===== config.mk =====
export PLATFORM = sky130hd
export DESIGN_NAME = cvs_sequencer
export DESIGN_NICKNAME = d
export VERILOG_FILES = /design/src/rtl/cvs_pkg.sv /design/src/rtl/cvs_sync_edge.sv /design/src/rtl/cvs_interval_timer.sv /design/src/rtl/cvs_seq_fsm.sv /design/src/rtl/cvs_sequencer.sv
export SDC_FILE = /design/constraint.sdc
export NUM_CORES = 1
export LEC_CHECK = 0
export CAP_MARGIN = 10
export CORE_ASPECT_RATIO = 0.5
export CORE_UTILIZATION = 50
export CTS_CLUSTER_DIAMETER = 150
export DETAILED_ROUTE_END_ITERATION = 16
export GPL_TIMING_DRIVEN = 0
export PLACE_DENSITY = 0.79
export SYNTH_ARGS = -nofsm -noshare
export SYNTH_HDL_FRONTEND = slang
export SYNTH_SLANG_ARGS = --single-unit

===== constraint.sdc =====
create_clock -name clk -period 1.5 [get_ports clk]
set_input_delay 0.375 -clock clk [delete_from_list [all_inputs] [get_ports clk]]
set_output_delay 0.375 -clock clk [all_outputs]
set_load 0.02 [all_outputs]

===== src/rtl/cvs_pkg.sv =====
`timescale 1ns/1ps
package cvs_pkg;

  typedef enum logic [2:0] {
    ST_TRACK      = 3'd0,
    ST_CONV       = 3'd1,
    ST_SLEEP      = 3'd2,
    ST_WAKE       = 3'd3,
    ST_WAKE_ARMED = 3'd4
  } cvs_state_e;

  // Round a duration in ns up to whole clock cycles.
  function automatic int unsigned ns_to_cycles(longint unsigned freq_hz,
                                               longint unsigned dur_ns);
    longint unsigned prod;
    prod = freq_hz * dur_ns + 64'd999_999_999;
    return int'(prod / 64'd1_000_000_000);
  endfunction

endpackage


===== src/rtl/cvs_sync_edge.sv =====
`timescale 1ns/1ps
module cvs_sync_edge #(
  parameter int unsigned STAGES    = 2,
  parameter logic        RESET_VAL = 1'b1
) (
  input  logic clk,
  input  logic rst_n,
  input  logic din,
  output logic level,
  output logic rise,
  output logic fall
);

  logic [STAGES-1:0] chain_q;
  logic              prev_q;

  generate
    if (STAGES == 1) begin : g_single
      always_ff @(posedge clk or negedge rst_n) begin
        if (!rst_n) chain_q <= RESET_VAL;
        else        chain_q <= din;
      end
    end else begin : g_multi
      always_ff @(posedge clk or negedge rst_n) begin
        if (!rst_n) chain_q <= {STAGES{RESET_VAL}};
        else        chain_q <= {chain_q[STAGES-2:0], din};
      end
    end
  endgenerate

  always_ff @(posedge clk or negedge rst_n) begin
    if (!rst_n) prev_q <= RESET_VAL;
    else        prev_q <= chain_q[STAGES-1];
  end

  assign level = chain_q[STAGES-1];
  assign rise  = level & ~prev_q;
  assign fall  = ~level & prev_q;

endmodule


===== src/rtl/cvs_interval_timer.sv =====
`timescale 1ns/1ps
module cvs_interval_timer #(
  parameter int unsigned CNT_W = 10
) (
  input  logic             clk,
  input  logic             rst_n,
  input  logic             load,
  input  logic [CNT_W-1:0] load_val,
  output logic             done
);

  logic [CNT_W-1:0] cnt_q;
  logic [CNT_W-1:0] cnt_nxt;
  logic             cnt_en;

  always_comb begin
    cnt_en  = load | (cnt_q != '0);
    cnt_nxt = load ? load_val : (cnt_q - 1'b1);
  end

  always_ff @(posedge clk or negedge rst_n) begin
    if (!rst_n)      cnt_q <= '0;
    else if (cnt_en) cnt_q <= cnt_nxt;
  end

  assign done = (cnt_q == '0);

endmodule


===== src/rtl/cvs_seq_fsm.sv =====
`timescale 1ns/1ps
module cvs_seq_fsm
  import cvs_pkg::*;
#(
  parameter int unsigned CNT_W    = 10,
  parameter int unsigned CONV_CYC = 1000,
  parameter int unsigned WAKE_CYC = 1000
) (
  input  logic             clk,
  input  logic             rst_n,
  input  logic             strb_level,
  input  logic             strb_rise,
  input  logic             strb_fall,
  input  logic             tmr_done,
  output logic             tmr_load,
  output logic [CNT_W-1:0] tmr_val,
  output logic             conv_end,
  output cvs_state_e       state
);

  localparam logic [CNT_W-1:0] CONV_LD = CNT_W'(CONV_CYC - 1);
  localparam logic [CNT_W-1:0] WAKE_LD = CNT_W'(WAKE_CYC - 1);

  cvs_state_e state_q, state_nxt;

  always_comb begin
    state_nxt = state_q;
    tmr_load  = 1'b0;
    tmr_val   = CONV_LD;
    conv_end  = 1'b0;
    unique case (state_q)
      ST_TRACK: begin
        if (strb_fall) begin
          state_nxt = ST_CONV;
          tmr_load  = 1'b1;
        end
      end
      ST_CONV: begin
        if (tmr_done) begin
          conv_end  = 1'b1;
          state_nxt = strb_level ? ST_TRACK : ST_SLEEP;
        end
      end
      ST_SLEEP: begin
        if (strb_rise) begin
          state_nxt = ST_WAKE;
          tmr_load  = 1'b1;
          tmr_val   = WAKE_LD;
        end
      end
      ST_WAKE: begin
        if (tmr_done) begin
          if (strb_fall || !strb_level) begin
            state_nxt = ST_CONV;
            tmr_load  = 1'b1;
          end else begin
            state_nxt = ST_TRACK;
          end
        end else if (strb_fall) begin
          state_nxt = ST_WAKE_ARMED;
        end
      end
      ST_WAKE_ARMED: begin
        if (tmr_done) begin
          state_nxt = ST_CONV;
          tmr_load  = 1'b1;
        end
      end
      default: state_nxt = ST_TRACK;
    endcase
  end

  always_ff @(posedge clk or negedge rst_n) begin
    if (!rst_n) state_q <= ST_TRACK;
    else        state_q <= state_nxt;
  end

  assign state = state_q;

endmodule


===== src/rtl/cvs_sequencer.sv =====
`timescale 1ns/1ps
module cvs_sequencer
  import cvs_pkg::*;
#(
  parameter int unsigned CLK_FREQ_HZ = 200_000_000,
  parameter int unsigned CONV_NS     = 5000,
  parameter int unsigned WAKE_NS     = 5000,
  parameter int unsigned RES_W       = 14,
  parameter int unsigned SYNC_STAGES = 2
) (
  input  logic             clk,
  input  logic             rst_n,
  input  logic             start_i,
  input  logic [RES_W-1:0] result_i,
  output logic             busy_o,
  output logic             hold_o,
  output logic             pdn_o,
  output logic             load_o,
  output logic [RES_W-1:0] result_o
);

  localparam int unsigned CONV_CYC = ns_to_cycles(CLK_FREQ_HZ, CONV_NS);
  localparam int unsigned WAKE_CYC = ns_to_cycles(CLK_FREQ_HZ, WAKE_NS);
  localparam int unsigned MAX_CYC  = (CONV_CYC > WAKE_CYC) ? CONV_CYC : WAKE_CYC;
  localparam int unsigned CNT_W    = $clog2(MAX_CYC + 1);

  // Reset: asserted asynchronously, released on a clock edge
  logic [1:0] rst_sync_q;
  logic       rst_int_n;

  always_ff @(posedge clk or negedge rst_n) begin
    if (!rst_n) rst_sync_q <= 2'b00;
    else        rst_sync_q <= {rst_sync_q[0], 1'b1};
  end
  assign rst_int_n = rst_sync_q[1];

  logic             s_level, s_rise, s_fall;
  logic             tmr_load, tmr_done, conv_end;
  logic [CNT_W-1:0] tmr_val;
  cvs_state_e       state;

  cvs_sync_edge #(
    .STAGES    (SYNC_STAGES),
    .RESET_VAL (1'b1)
  ) u_sync (
    .clk   (clk),
    .rst_n (rst_int_n),
    .din   (start_i),
    .level (s_level),
    .rise  (s_rise),
    .fall  (s_fall)
  );

  cvs_interval_timer #(
    .CNT_W (CNT_W)
  ) u_timer (
    .clk      (clk),
    .rst_n    (rst_int_n),
    .load     (tmr_load),
    .load_val (tmr_val),
    .done     (tmr_done)
  );

  cvs_seq_fsm #(
    .CNT_W    (CNT_W),
    .CONV_CYC (CONV_CYC),
    .WAKE_CYC (WAKE_CYC)
  ) u_fsm (
    .clk        (clk),
    .rst_n      (rst_int_n),
    .strb_level (s_level),
    .strb_rise  (s_rise),
    .strb_fall  (s_fall),
    .tmr_done   (tmr_done),
    .tmr_load   (tmr_load),
    .tmr_val    (tmr_val),
    .conv_end   (conv_end),
    .state      (state)
  );

  // Output register and load strobe
  logic             load_q;
  logic [RES_W-1:0] res_q;

  always_ff @(posedge clk or negedge rst_int_n) begin
    if (!rst_int_n) load_q <= 1'b0;
    else            load_q <= conv_end;
  end

  always_ff @(posedge clk or negedge rst_int_n) begin
    if (!rst_int_n)    res_q <= '0;
    else if (conv_end) res_q <= result_i;
  end

  assign busy_o   = (state == ST_CONV);
  assign hold_o   = (state == ST_CONV);
  assign pdn_o    = (state == ST_SLEEP);
  assign load_o   = load_q;
  assign result_o = res_q;

endmodule


==> results of run 1 <==
logic make-up (layout without fill, tap and decap cells):
| kind of cell | after synthesis | in the layout | synth area share |
|---|---|---|---|
| xor+xnor | 2 | 2 | 0.0109 |
| compound gates | 19 | 19 | 0.0875 |
| buf+inv | 10 | 73 | 0.0414 |
| mux | 15 | 15 | 0.126 |
| flops | 33 | 33 | 0.518 |
| fa+ha+maj | 2 | 2 | 0.0156 |
| other cells | 1 | 1 | 0.00234 |
| simple gates | 43 | 43 | 0.198 |
power groups by stage:
stage          clock [W]  sequential, W  combinational [W]
6_report        0.000883        0.00125           0.000977
5_1_grt         0.000929        0.00126            0.00103
4_1_cts         0.000855        0.00121           0.000744
3_5_place_dp           0        0.00123           0.000566
3_3_place_gp           0        0.00122           0.000543
2_1_floorplan          0        0.00122           0.000369
routing by layer:
layer  part of all wire  global-route usage  vias to the layer above
met5                  0                   0                        -
li1                   -                   -                      574
met4              0.038              0.0772                        0
met3              0.052              0.0652                       22
met1               0.40               0.313                      674
met2               0.51               0.425                       68
path summary, 6_finish.rpt:
path / startpoint / endpoint
setup / recovery: u_timer.cnt_q[1] / u_timer.cnt_q[7]
hold / removal: rst_n / rst_sync_q[0]
setup reg to reg: u_timer.cnt_q[1] / u_timer.cnt_q[7]
hold reg to reg: rst_sync_q[1] / u_timer.cnt_q[0]
max in group asynchronous: rst_sync_q[1] / u_timer.cnt_q[2]
min in group clk: u_sync.chain_q[0] / u_sync.chain_q[1]
stage by stage:
| step | std cells | hold WS, ns | setup slack, ns |
|---|---|---|---|
| floorplan | 125 | 0.0794 | -0.351 |
| global placement | 199 | 0.335 | -0.495 |
| detailed placement | 199 | 0.343 | -0.534 |
| CTS | 225 | 0.243 | -0.245 |
| global route | 228 | 0.220 | -0.398 |
| finish | 228 | 0.228 | -0.395 |
registers in the layout, summed over array words and instances, names as in the netlist:
name,flops
u_sync.chain_q,2
u_fsm.state,3
u_timer.cnt_q,10
rst_sync_q,2
u_sync.prev_q,1
load_o,1
result_o,14
worst reg2reg max path, stage by stage (launching register included):
cell     delay, ns
dfrtp_1       0.42
inv_2         0.08
ha_4          0.16
nor3b_4       0.15
buf_4         0.17
a311o_1       0.34
or3_1         0.36
nand3_1       0.13
placed cells by master, fill, tap and decap left out, drive strengths merged, types with 4 or more instances in the layout:
cell            n
nor2b           5
o21ai           4
buf            29
nand2           5
dfrtp          30
clkbuf          6
dlygate4sd2    15
nor3b           4
mux2           14
inv             4
nand2b          7
clkdlybuf4s50  16
or3             4
timing repair:
action	in CTS	in global routing
cloned	1	0
buffers inserted	18	3
pin swaps	5	5
endpoints found under the setup margin	46	31
hold endpoints to repair	0	0
gates resized for setup	52	17
cell type report:
type | count | area (um^2)
Timing Repair Buffer | 57 | 552
Buffer | 4 | 60.1
Fill cell | 155 | 611
Clock buffer | 5 | 68.8
Sequential cell | 33 | 835
Clock inverter | 3 | 46.3
Tap cell | 40 | 50.0
Multi-Input combinational cell | 82 | 793
Inverter | 4 | 15.0
==> results.yml, run 1 <==
synth:
  synth-async-reset-ratio: 1.00
  synth_cells: 125
  yosys_warnings: 0
  syn_area_per_cell_um2: 12.8
  synthDistinctLibCells: 50
  synth_edf_count: 0
  yosysTopAreaCellShare: 0.469
  synth-seq-area-share: 0.518
  yosysMostFrequentCell: "dfrtp_1"
  synthTopCellsByCount: "dfrtp_1, mux2_4, nand2b_1, mux2_2, nor2b_1"
  synth_nets: 144
  ys_ff_latch: 33
  synth_area_leaders: "dfrtp_1, mux2_4, dfstp_2, mux2_2, nand2b_1"
  netlist_area_mm2: 0.00160
  yosys.area.top_type: "dfrtp_1"
  ys.flop_type: "dfrtp_1"
cts:
  cts_root_buffer: "clkbuf_8"
  hold_buffers: 0
  clk_path_buf_depth: 2
  cts.htree.levels: 2
  clkSlewWorstSetupHoldPaths_ns: 0.09
  cts.sinks: 33
  cts_tree: "built"
  numCtsBuffers: 5
  clk_latency_ns: 0.30
timing:
  max_freq_mhz: 528
  post-route-period-util: 1.26
  maxSlewHeadroom: 0.487
  layout_setup_ws_ns: -0.395
  finalSetupViolCount: 29
  drv_slew: 0
  rsz0062_at_grt: "yes"
  min_period_ns: 1.89
  setup_tns_ns: -7.63
  hold_viol: 0
  tightestPinTransition_ns: 0.770
  finClkSkew_ns: 0.0145
global_route:
  grt_overflow: 0
  grt_usage: 0.250
  grt_max_degree: 32
  grt_antenna_before_repair: 0
  grt_pass1_wl_um: 6070
  first_global_vias: 1252
critical_path:
  arrival_ns: 2.12
  cp-end-kind: "flop"
  critPathMaxFanout: 7
  path_delay_family: "simple AND/OR/NAND/NOR gates"
  r2r_cells: 7
  crit_slowest_cell: "dfrtp_1"
  cp_slowest_stage_delay_ns: 0.42
  path_class: "flop to flop"
  crit_required_ns: 1.72
  cp.depth: 7
  regToRegSetupSlack_ns: -0.39
  crit_buf_inv: 2
  crit_chain: "inv_2 -> ha_4 -> nor3b_4 -> buf_4 -> a311o_1 -> or3_1 -> nand3_1"
  start_kind: "flop"
layout:
  drive_gt1_frac: 0.441
  stdcell_area_mm2: 0.00242
  final_nets: 206
  synthToLayoutAreaGrowth_pct: 51.1
  final_util: 0.799
  diodes: 0
power_and_ir_drop:
  p_sw_w: 0.00104
  total_power_w: 0.00311
  sw_frac_of_total: 0.336
  p_leak_nw: 1.07
  pwr-share-comb: 0.314
  clockPowerShare: 0.284
  p_int_w: 0.00207
  peakVddDrop_mv: 0.979
  power_density_mw_per_mm2: 1290
  seqPwrFrac: 0.402
floorplanning:
  core_area_mm2: 0.00303
  rows: 14
  die-area_mm2: 0.00345
  die_w_um: 82.0
  initial_core_util: 0.528
  num_io_pins: 35
  fp.dieH_um: 42.0
detailed_routing:
  ant_nets: 0
  routed_wl_um: 4950
  dr.first_iter.drc_count: 77
  drc_errors: 0
  vias: 1338
  drtPass1Iterations: 5
  vias_per_cell: 5.87
  wl_per_cell_um: 21.7
run:
  drv_cap: 0
hold_path:
  min-delay-path-class: "input port to asynchronous set/reset pin"
placement:
  place_area_mm2: 0.00201
  io_buffers: 34
  dp_hpwl_um: 2060
  gp_congestion: 0.813
status:
  status: "complete, but fails checks"
  violations: "negative setup slack"
No activity file was read; power rests on OpenSTA's default activity.
==> run 2: changes to the inputs <==
--- a/config.mk
+++ b/config.mk
@@ -10,6 +10,7 @@
 export CORE_UTILIZATION = 50
 export CTS_CLUSTER_DIAMETER = 150
 export DETAILED_ROUTE_END_ITERATION = 16
+export GPL_ROUTABILITY_DRIVEN = 0
 export GPL_TIMING_DRIVEN = 0
 export PLACE_DENSITY = 0.79
 export SYNTH_ARGS = -nofsm -noshare
==> results of run 2 <==
Same layout as run 1: the final DEF is identical, and so are final timing and power.
==> run 3: changes to the inputs <==
--- a/config.mk
+++ b/config.mk
@@ -9,6 +9,7 @@
 export CORE_ASPECT_RATIO = 0.5
 export CORE_UTILIZATION = 50
 export CTS_CLUSTER_DIAMETER = 150
+export CTS_CLUSTER_SIZE = 24
 export DETAILED_ROUTE_END_ITERATION = 16
 export GPL_ROUTABILITY_DRIVEN = 0
 export GPL_TIMING_DRIVEN = 0
==> results of run 3 <==
Same layout as run 1: the final DEF is identical, and so are final timing and power.
